**src/rtl/scp_pkg.sv**
```systemverilog
package scp_pkg;
  localparam int NREG    = 8;
  localparam int REG_W   = 40;
  localparam int IDX_W   = $clog2(NREG);
  localparam int WORD_W  = 32;
  localparam logic [6:0] RAM_CMD = 7'h0B;

  typedef enum logic [1:0] {ST_CMD, ST_DATA, ST_RAM, ST_DROP} seq_st_e;

  typedef struct packed {
    logic             hit;
    logic             ram;
    logic [IDX_W-1:0] idx;
    logic [2:0]       nbytes;
  } reg_info_t;

  function automatic reg_info_t decode_addr(logic [6:0] a);
    reg_info_t r;
    r = '0;
    r.hit = 1'b1;
    case (a)
      7'h00: begin r.idx = 3'd0; r.nbytes = 3'd4; end
      7'h01: begin r.idx = 3'd1; r.nbytes = 3'd3; end
      7'h02: begin r.idx = 3'd2; r.nbytes = 3'd2; end
      7'h04: begin r.idx = 3'd3; r.nbytes = 3'd4; end
      7'h05: begin r.idx = 3'd4; r.nbytes = 3'd2; end
      7'h06: begin r.idx = 3'd5; r.nbytes = 3'd4; end
      7'h07: begin r.idx = 3'd6; r.nbytes = 3'd5; end
      7'h08: begin r.idx = 3'd7; r.nbytes = 3'd5; end
      RAM_CMD: r.ram = 1'b1;
      default: r.hit = 1'b0;
    endcase
    return r;
  endfunction
endpackage

```
**src/rtl/scp_shift.sv**
```systemverilog
module scp_shift #(
  parameter int SYNC_STAGES = 2
) (
  input  logic       clk_i,
  input  logic       rst_ni,
  input  logic       csn_i,
  input  logic       sclk_i,
  input  logic       sdata_i,
  output logic       cs_idle_o,
  output logic       byte_vld_o,
  output logic [7:0] byte_o
);
  logic [SYNC_STAGES-1:0] csn_q, sclk_q, sdat_q;
  logic       sclk_last;
  logic [2:0] bit_cnt;
  logic [6:0] sh;
  logic       csn_s, sclk_s, sdat_s, rise;

  assign csn_s  = csn_q[SYNC_STAGES-1];
  assign sclk_s = sclk_q[SYNC_STAGES-1];
  assign sdat_s = sdat_q[SYNC_STAGES-1];
  assign rise   = sclk_s & ~sclk_last;
  assign cs_idle_o = csn_s;

  always_ff @(posedge clk_i or negedge rst_ni) begin
    if (!rst_ni) begin
      csn_q  <= '1;
      sclk_q <= '0;
      sdat_q <= '0;
    end else begin
      csn_q  <= {csn_q[SYNC_STAGES-2:0], csn_i};
      sclk_q <= {sclk_q[SYNC_STAGES-2:0], sclk_i};
      sdat_q <= {sdat_q[SYNC_STAGES-2:0], sdata_i};
    end
  end

  always_ff @(posedge clk_i or negedge rst_ni) begin
    if (!rst_ni) begin
      sclk_last  <= 1'b0;
      bit_cnt    <= '0;
      sh         <= '0;
      byte_vld_o <= 1'b0;
      byte_o     <= '0;
    end else begin
      sclk_last  <= sclk_s;
      byte_vld_o <= 1'b0;
      if (csn_s) begin
        bit_cnt <= '0;
      end else if (rise) begin
        sh      <= {sh[5:0], sdat_s};
        bit_cnt <= bit_cnt + 3'd1;
        if (bit_cnt == 3'd7) begin
          byte_o     <= {sh, sdat_s};
          byte_vld_o <= 1'b1;
        end
      end
    end
  end


  idle_no_byte_chk: assert property (@(posedge clk_i) disable iff (!rst_ni)
    csn_s |=> !byte_vld_o);
endmodule

```
**src/rtl/scp_seq.sv**
```systemverilog
module scp_seq
  import scp_pkg::*;
#(
  parameter int RAM_AW = 10
) (
  input  logic              clk_i,
  input  logic              rst_ni,
  input  logic              cs_idle_i,
  input  logic              byte_vld_i,
  input  logic [7:0]        byte_i,
  input  logic              ram_en_i,
  input  logic              profile_i,
  input  logic [RAM_AW-1:0] seg0_end_i,
  input  logic [RAM_AW-1:0] seg1_end_i,
  output logic              wr_o,
  output logic [IDX_W-1:0]  wr_idx_o,
  output logic [REG_W-1:0]  wr_data_o,
  output logic              ram_we_o,
  output logic [RAM_AW-1:0] ram_addr_o,
  output logic [WORD_W-1:0] ram_data_o
);
  seq_st_e           state;
  logic [2:0]        left;
  logic [31:0]       acc;
  logic [IDX_W-1:0]  idx_q;
  logic [RAM_AW-1:0] ram_ptr;
  logic [1:0]        ram_cnt;
  reg_info_t         info;

  assign info = decode_addr(byte_i[6:0]);

  always_ff @(posedge clk_i or negedge rst_ni) begin
    if (!rst_ni) begin
      state      <= ST_CMD;
      left       <= '0;
      acc        <= '0;
      idx_q      <= '0;
      ram_ptr    <= '0;
      ram_cnt    <= '0;
      wr_o       <= 1'b0;
      wr_idx_o   <= '0;
      wr_data_o  <= '0;
      ram_we_o   <= 1'b0;
      ram_addr_o <= '0;
      ram_data_o <= '0;
    end else begin
      wr_o     <= 1'b0;
      ram_we_o <= 1'b0;
      if (cs_idle_i) begin
        state <= ST_CMD;
      end else if (byte_vld_i) begin
        case (state)
          ST_CMD: begin
            acc <= '0;
            if (byte_i[7] || !info.hit) begin
              state <= ST_DROP;
            end else if (info.ram) begin
              if (ram_en_i) begin
                state   <= ST_RAM;
                ram_cnt <= '0;
                ram_ptr <= profile_i ? seg1_end_i : seg0_end_i;
              end else begin
                state <= ST_DROP;
              end
            end else begin
              state <= ST_DATA;
              left  <= info.nbytes;
              idx_q <= info.idx;
            end
          end
          ST_DATA: begin
            acc <= {acc[23:0], byte_i};
            if (left == 3'd1) begin
              wr_o      <= 1'b1;
              wr_idx_o  <= idx_q;
              wr_data_o <= {acc, byte_i};
              state     <= ST_CMD;
            end else begin
              left <= left - 3'd1;
            end
          end
          ST_RAM: begin
            acc     <= {acc[23:0], byte_i};
            ram_cnt <= ram_cnt + 2'd1;
            if (ram_cnt == 2'd3) begin
              ram_we_o   <= 1'b1;
              ram_addr_o <= ram_ptr;
              ram_data_o <= {acc[23:0], byte_i};
              ram_ptr    <= ram_ptr - 1'b1;
            end
          end
          default: ;
        endcase
      end
    end
  end


  drop_silent_chk: assert property (@(posedge clk_i) disable iff (!rst_ni)
    (state == ST_DROP) |=> (!wr_o && !ram_we_o));

  ram_pulse_chk: assert property (@(posedge clk_i) disable iff (!rst_ni)
    ram_we_o |=> !ram_we_o);

  commit_src_chk: assert property (@(posedge clk_i) disable iff (!rst_ni)
    wr_o |-> ($past(state) == ST_DATA));

  ram_src_chk: assert property (@(posedge clk_i) disable iff (!rst_ni)
    ram_we_o |-> ($past(state) == ST_RAM));
endmodule

```
**src/rtl/scp_bank.sv**
```systemverilog
module scp_bank
  import scp_pkg::*;
(
  input  logic                       clk_i,
  input  logic                       rst_ni,
  input  logic                       wr_i,
  input  logic [IDX_W-1:0]           wr_idx_i,
  input  logic [REG_W-1:0]           wr_data_i,
  input  logic                       upd_i,
  output logic [NREG-1:0][REG_W-1:0] act_o
);
  for (genvar g = 0; g < NREG; g++) begin : g_reg
    logic [REG_W-1:0] shadow;
    logic             hit;
    assign hit = wr_i && (wr_idx_i == IDX_W'(g));

    always_ff @(posedge clk_i or negedge rst_ni) begin
      if (!rst_ni) begin
        shadow   <= '0;
        act_o[g] <= '0;
      end else begin
        if (hit) shadow <= wr_data_i;
        // a commit landing with the transfer is passed straight through
        if (upd_i) act_o[g] <= hit ? wr_data_i : shadow;
      end
    end
  end


  hold_active_chk: assert property (@(posedge clk_i) disable iff (!rst_ni)
    !upd_i |=> $stable(act_o));
endmodule

```
**src/rtl/synth_ctrl_port.sv**
```systemverilog
module synth_ctrl_port
  import scp_pkg::*;
#(
  parameter int SYNC_STAGES = 2,
  parameter int RAM_AW      = 10
) (
  input  logic              clk_i,
  input  logic              rst_ni,
  input  logic              csn_i,
  input  logic              sclk_i,
  input  logic              sdata_i,
  input  logic              update_i,
  input  logic              profile_i,
  output logic [31:0]       ctl1_o,
  output logic [23:0]       ctl2_o,
  output logic [15:0]       amp_o,
  output logic [31:0]       ftw0_o,
  output logic [15:0]       phase_o,
  output logic [31:0]       ftw1_o,
  output logic [39:0]       sweep_dn_o,
  output logic [39:0]       sweep_up_o,
  output logic              ram_we_o,
  output logic [RAM_AW-1:0] ram_addr_o,
  output logic [WORD_W-1:0] ram_data_o
);
  // shift register -> byte register -> commit: update is delayed to match
  localparam int UPD_DLY = 2;

  logic                       cs_idle, byte_vld;
  logic [7:0]                 byte_q;
  logic                       wr;
  logic [IDX_W-1:0]           wr_idx;
  logic [REG_W-1:0]           wr_data;
  logic [NREG-1:0][REG_W-1:0] act;
  logic [SYNC_STAGES-1:0]     upd_q;
  logic                       upd_last;
  logic [UPD_DLY-1:0]         upd_dly;
  logic                       upd_s;

  assign upd_s = upd_q[SYNC_STAGES-1];

  always_ff @(posedge clk_i or negedge rst_ni) begin
    if (!rst_ni) begin
      upd_q    <= '0;
      upd_last <= 1'b0;
      upd_dly  <= '0;
    end else begin
      upd_q    <= {upd_q[SYNC_STAGES-2:0], update_i};
      upd_last <= upd_s;
      upd_dly  <= {upd_dly[UPD_DLY-2:0], upd_s & ~upd_last};
    end
  end

  scp_shift #(.SYNC_STAGES(SYNC_STAGES)) u_shift (
    .clk_i      (clk_i),
    .rst_ni     (rst_ni),
    .csn_i      (csn_i),
    .sclk_i     (sclk_i),
    .sdata_i    (sdata_i),
    .cs_idle_o  (cs_idle),
    .byte_vld_o (byte_vld),
    .byte_o     (byte_q)
  );

  scp_seq #(.RAM_AW(RAM_AW)) u_seq (
    .clk_i      (clk_i),
    .rst_ni     (rst_ni),
    .cs_idle_i  (cs_idle),
    .byte_vld_i (byte_vld),
    .byte_i     (byte_q),
    .ram_en_i   (act[0][31]),
    .profile_i  (profile_i),
    .seg0_end_i (act[6][RAM_AW-1:0]),
    .seg1_end_i (act[7][RAM_AW-1:0]),
    .wr_o       (wr),
    .wr_idx_o   (wr_idx),
    .wr_data_o  (wr_data),
    .ram_we_o   (ram_we_o),
    .ram_addr_o (ram_addr_o),
    .ram_data_o (ram_data_o)
  );

  scp_bank u_bank (
    .clk_i     (clk_i),
    .rst_ni    (rst_ni),
    .wr_i      (wr),
    .wr_idx_i  (wr_idx),
    .wr_data_i (wr_data),
    .upd_i     (upd_dly[UPD_DLY-1]),
    .act_o     (act)
  );

  assign ctl1_o     = act[0][31:0];
  assign ctl2_o     = act[1][23:0];
  assign amp_o      = act[2][15:0];
  assign ftw0_o     = act[3][31:0];
  assign phase_o    = act[4][15:0];
  assign ftw1_o     = act[5][31:0];
  assign sweep_dn_o = act[6];
  assign sweep_up_o = act[7];

  logic unused_hi;
  assign unused_hi = ^{act[0][39:32], act[1][39:24], act[2][39:16], act[3][39:32],
                       act[4][39:16], act[5][39:32]};


  commit_meets_upd_chk: assert property (@(posedge clk_i) disable iff (!rst_ni)
    (wr && upd_dly[UPD_DLY-1] && wr_idx == 3'd4) |=> (phase_o == $past(wr_data[15:0])));
endmodule

```
**config.mk**
```make
export PLATFORM = sky130hd
export DESIGN_NAME = synth_ctrl_port
export DESIGN_NICKNAME = d
export VERILOG_FILES = /design/src/rtl/scp_pkg.sv /design/src/rtl/scp_shift.sv /design/src/rtl/scp_seq.sv /design/src/rtl/scp_bank.sv /design/src/rtl/synth_ctrl_port.sv
export SDC_FILE = /design/constraint.sdc
export NUM_CORES = 1
export LEC_CHECK = 0
export ABC_CLOCK_PERIOD_IN_PS = 1950
export BUFFER_PORTS_ARGS = -buffer_cell sky130_fd_sc_hd__buf_2
export CAP_MARGIN = 5
export CORE_MARGIN = 1.5
export CORE_UTILIZATION = 50
export CTS_BUF_LIST = sky130_fd_sc_hd__clkbuf_8 sky130_fd_sc_hd__clkbuf_16
export CTS_CLUSTER_DIAMETER = 80
export CTS_CLUSTER_SIZE = 12
export DETAILED_ROUTE_END_ITERATION = 7
export GPL_ROUTABILITY_DRIVEN = 0
export PLACE_DENSITY = 0.73
export SYNTH_ARGS = -nofsm -noshare
export SYNTH_HDL_FRONTEND = slang
export SYNTH_SLANG_ARGS = --single-unit
```
**constraint.sdc**
```tcl
create_clock -name clk_i -period 1.95 [get_ports clk_i]
set_input_delay 0.2925 -clock clk_i [delete_from_list [all_inputs] [get_ports clk_i]]
set_output_delay 0.2925 -clock clk_i [all_outputs]
set_load 0.01 [all_outputs]
```
Word level (Yosys, flattened, before mapping)
Cells that the tools add are included.

word-level totals
  latch bits = 0
  logic and storage cells = 154
  RAM bits = 0
  output and inout bits = 275
  ROM bits = 0
  flip-flop bits (word level) = 722
  memories = 0

cells by class
  div/mod/pow operators = 0
  $lt $le $gt $ge = 0
  reduce and logical (&&, ||, !) cells = 31
  bitwise operators = 7
  multiply operators = 0
  shifts and indexed selects = 0
  $add $sub $neg = 4
  multiplexer cells = 46
  equal/unequal tests = 27

operator list
  cell                   count
  $mux 40                8
  $pmux 32 s2            1
  $mux 10                5
  $pmux 6 s8             1
  $eq 7x3->1 const B     4
  $pmux 10 s2            1
  $mux 2                 8
  $eq 3x3->1 const B     5
  $mux 3                 5
  $eq 7x4->1 const B     2
  $mux 1                 14
  $reduce_and 6->1       2
  $reduce_bool 2->1      5
  $sub 10x1->10 const B  1
  $reduce_and 3->1       3
  $reduce_or 9->1        1
  $logic_and 1x1->1      8
  $pmux 2 s2             2
  $reduce_and 4->1       2
  $eq 7x1->1 const B     1
  $eq 7x2->1 const B     1
  $logic_not 7->1        1
  $reduce_and 7->1       1
  $eq 3x1->1 const B     2
  other kinds (20)       31

Logic depth before layout (Yosys ltp)
  depth after elaboration = 9
  gate-level depth with buffers = 9

Modules after synthesis
From an unflattened synthesis, not the netlist that was laid out.

unflattened totals
  cells, all modules = 1929
  area total of the unflattened synthesis = 30740.7 um^2

modules (own cells, without submodules)
  module           area each (um^2)  cells each  instances
  scp_bank         23602.6           1356        1
  scp_seq          6028.3            514         1
  scp_shift        970.9             53          1
  synth_ctrl_port  138.9             6           1

Worst setup path before layout
Ideal clock, no wire load.

  path type = register to register
  start point = register u_seq.state[1]
  end point = register u_seq.wr_data_o[0]
  cell stages (with the launch flop) = 8
  path slack = 0.029 ns
  path buffers = 2
  setup time = 0.125 ns
  required time = 1.825 ns
  arrival = 1.796 ns
  clock period less this slack = 1.921 ns
  cells stage by stage = dfrtp_1 -> inv_1 -> ha_1 -> clkbuf_1 -> nand3b_1 -> nor2_2 -> buf_2 -> mux2_2

between the ends
  longest elaborated chain between the ends = 2

ends and longest elaborated chain
  element                     line           RTL
  from (decl)                 scp_seq.sv:22  seq_st_e state;
  from (signal assigned)      scp_seq.sv:34  state <= ST_CMD;
  from (signal assigned)      scp_seq.sv:50  state <= ST_CMD;
  from (signal assigned)      scp_seq.sv:56  state <= ST_DROP;
  $eq 2x1->1                  scp_seq.sv:52  case (state)
  $reduce_and 4->1 (no line)  --
  to (signal assigned)        scp_seq.sv:76  wr_data_o <= {acc, byte_i};
  to (decl)                   scp_seq.sv:17  output logic [REG_W-1:0] wr_data_o,

No other way between the ends.
A chain may end at the register's enable or synchronous reset.

Final worst setup path
  start point = register u_seq.wr_idx_o[0]
  end point = register u_bank.act_o[141] (netlist bit)

between the ends
  longest elaborated chain between the ends = 3

ends and longest elaborated chain
  element                          line            RTL
  from (decl)                      scp_seq.sv:16   output logic [IDX_W-1:0] wr_idx_o,
  from (signal assigned)           scp_seq.sv:75   wr_idx_o <= idx_q;
  $eq 3x2->1                       scp_bank.sv:15  assign hit = wr_i && (wr_idx_i == IDX_W'(g));
  $logic_and 1x1->1                scp_bank.sv:15
  $mux 40                          scp_bank.sv:24  if (upd_i) act_o[g] <= hit ? wr_data_i : shadow;
  to (signal, indexed assignment)  scp_bank.sv:24
  to (decl)                        scp_bank.sv:10  output logic [NREG-1:0][REG_W-1:0] act_o

No other way between the ends.

==> out/results.ini <==
[critical_path]
end_kind=flip-flop
critPathRequiredTime_ns=2.43
crit_arrival_ns=2.38
worstRegToRegCells=6
reg2reg_from=u_seq.wr_idx_o[0]
cp-start-kind=flip-flop
reg2reg_slack_ns=0.05
crit_fanout=13
r2r_end=u_bank.act_o[141]
criticalPathCategory=reg2reg

[cts]
clk_latency_ns=0.62
htree_num_levels=2
cts_made_buffers=59
root_buffer=clkbuf_16
cts_buffer_depth=3
cts.sinks=634
clkTransAtPathRegs_ns=0.06
tritoncts=done

[sta]
relSlewSlack=0.578
drv_slew=0
skew_ns=0.0204
hold_slack_ns=0.231
period_share=0.972
max_freq_ghz=0.528
worst_pin_slew_ns=0.633
totalNegativeSetupSlack_ns=0
setup_viol=0
final_hold_viol_count=0
rsz0062_at_grt=false
fin_crit_ns=1.90

[job]
cap_violations=0

[global_routing]
antenna_found_initial=0
grt_pass1_vias=14900
grt_pass1_wl_um=87400
track_usage=0.227
grt_max_degree=88
grt_overflow=0

[logic_synthesis]
syn_nets=1654
async_reset_ff_frac=1.00
ys_ff_latch=634
syn_inst=1637
synth_flop_cell=dfrtp_1
seq_area_frac_synth=0.655
synthDistinctLibCells=55
synth_edf_count=0
yosys_warnings=0
synth.avg_cell_area_um2=14.8
syn_area_um2=24200

[pwr]
switchingPower_mw=5.09
p_comb_frac=0.024
p_int_mw=18.9
p_leak_nw=15.3
power_density_nw_per_um2=841
p_seq_frac=0.555
swShare=0.213
ir_drop_mv=0.901
clkPwrFrac=0.421

[final_layout]
n_fill_cell=3726
num-nets-final=1984
stdcell_area_um2=28500
drive_gt1_frac=0.482
n_antenna_cell=0
layout-area-overhead-vs-synth_pct=17.6
finish.utilization=0.596

[detailed_routing]
viasPerCell=5.44
drt_pre_antenna_iters=5
drc=0
routedWlPerCell_um=21.3
drt_iter0_markers=769
vias=14100
wl_um=55500
antenna_left=0

[floorplanning]
start_util=0.507
die-area_um2=49800
core_um2=47700
num_rows=80
die_w_um=223
die_h_um=223
pin_count=282

[placed_design]
placed_area_um2=26800
dp_hpwl_um=36800
port_buffers=281

[worst_hold_path]
hold_path.class=in2async

[outcome]
status=complete, no violations

-- worst max-delay path by stage --
| stage | slack, ns | from | end | cells past startpoint |
|---|---|---|---|---|
| 3_3_place_gp | -0.03 | u_seq.wr_idx_o[1] | u_bank.act_o[129] | 4 |
| 6_report | 0.05 | u_seq.wr_idx_o[0] | u_bank.act_o[141] | 6 |
| 5_1_grt | 0.004 | u_seq.state[0] | u_seq.ram_ptr[2] | 8 |
| 2_1_floorplan | 0.03 | u_seq.state[1] | u_seq.wr_data_o[0] | 7 |
| 4_1_cts | 0.04 | u_seq.wr_idx_o[1] | u_bank.act_o[141] | 5 |
| 3_5_place_dp | -0.06 | u_seq.wr_idx_o[1] | u_bank.act_o[141] | 4 |
-- Yosys cell counts (3+ instances only) --
| cell type | number | area, µm² |
|---|---|---|
| nand3_1 | 3 | 15.0 |
| nor2b_1 | 10 | 62.6 |
| buf_4 | 8 | 60.1 |
| clkbuf_1 | 42 | 158 |
| nand4_1 | 3 | 18.8 |
| a211oi_1 | 3 | 22.5 |
| mux2_2 | 519 | 5840 |
| buf_1 | 11 | 41.3 |
| nand2_1 | 203 | 762 |
| o22ai_1 | 3 | 18.8 |
| nor2_1 | 9 | 33.8 |
| o31ai_1 | 3 | 22.5 |
| inv_1 | 14 | 52.6 |
| a21oi_1 | 10 | 50.1 |
| mux2i_1 | 6 | 60.1 |
| nand2b_1 | 6 | 37.5 |
| ha_1 | 10 | 125 |
| nand4b_1 | 3 | 26.3 |
| dfrtp_1 | 632 | 15800 |
| buf_2 | 24 | 120 |
| nor3_1 | 6 | 30.0 |
| o22a_1 | 3 | 26.3 |
| a31oi_1 | 6 | 37.5 |
| o21ai_0 | 51 | 255 |
| mux2_1 | 9 | 101 |
-- critical path, stage by stage, from the launching register on --
cell	delay (ns)
dfrtp_1	0.40
buf_4	0.17
nand4b_1	0.12
buf_4	0.16
buf_4	0.25
mux2_2	0.38
mux2_2	0.27
-- routing by layer --
layer / share of wire / up-vias / global-route usage
met3: 0.050 / 91 / 0.0479
met1: 0.45 / 7424 / 0.314
met2: 0.48 / 313 / 0.366
met5: 0 / - / 0
met4: 0.022 / 0 / 0.0628
li1: - / 6316 / -
-- final cells by class --
class                           count  area [µm²]  area share
Sequential cell                   634       15900       0.557
Multi-Input combinational cell    904        7950       0.279
Timing Repair Buffer              354        2240      0.0786
Clock buffer                       60        1500      0.0527
Tap cell                          615         769      0.0270
Clock inverter                     17        90.1     0.00316
Inverter                           14        56.3     0.00198
-- layout by cell type, fill, tap and decap left out, types with 10 or more instances in the layout --
cell type,n
buf_12,21
a21oi_1,10
o21ai_0,51
dfrtp_1,629
nor2b_1,10
ha_1,10
buf_4,47
mux2_2,519
inv_1,26
nand2_1,202
buf_2,280
clkbuf_16,60
-- stage by stage --
stage / setup WS (ns) / total power [mW] / std cells
after floorplan: 0.0295 / 13.7 / 1637
after global placement: -0.0284 / 14.1 / 2514
after detailed placement: -0.0600 / 14.1 / 2514
after CTS: 0.0433 / 24.2 / 2598
after global routing: 0.00368 / 24.8 / 2598
final: 0.0545 / 24.0 / 2598
-- timing repair --
action / CTS / global route
buffers inserted: 2 / 0
pin swaps: 1 / 1
hold buffers: 5 / 0
resized for setup: 0 / 4
endpoints found under the hold margin: 36 / 0
endpoints found under the setup margin: 32 / 18
-- sequential cells by signal, summed over array words and instances, names as in the netlist, 2 cells and up --
signal / cells
u_seq.acc: 32
u_bank.act_o: 232
upd_q: 2
u_seq.wr_data_o: 40
u_seq.idx_q: 3
u_bank.g.shadow: 232
u_shift.byte_o: 8
u_shift.bit_cnt: 3
u_seq.ram_addr_o: 10
u_seq.ram_cnt: 2
upd_dly: 2
u_shift.sdat_q: 2
u_shift.csn_q: 2
u_seq.wr_idx_o: 3
u_shift.sh: 7
u_seq.state: 2
u_seq.ram_data_o: 32
u_seq.ram_ptr: 10
u_shift.sclk_q: 2
u_seq.left: 3
-- power groups by stage --
stage	logic (mW)	registers (mW)	clock network (mW)
5_1_grt	0.665	13.3	10.8
6_report	0.587	13.3	10.1
3_3_place_gp	0.585	13.5	0
4_1_cts	0.610	13.3	10.4
3_5_place_dp	0.603	13.5	0
2_1_floorplan	0.217	13.5	0
-- cell families after synthesis --
logic type,synth area share
buf+inv,0.0178
mux,0.249
compound gates,0.0238
simple gates,0.0490
fa+ha+maj,0.00516
flops,0.655
xor+xnor,0.000723
Power figures use the tool's default switching activity.
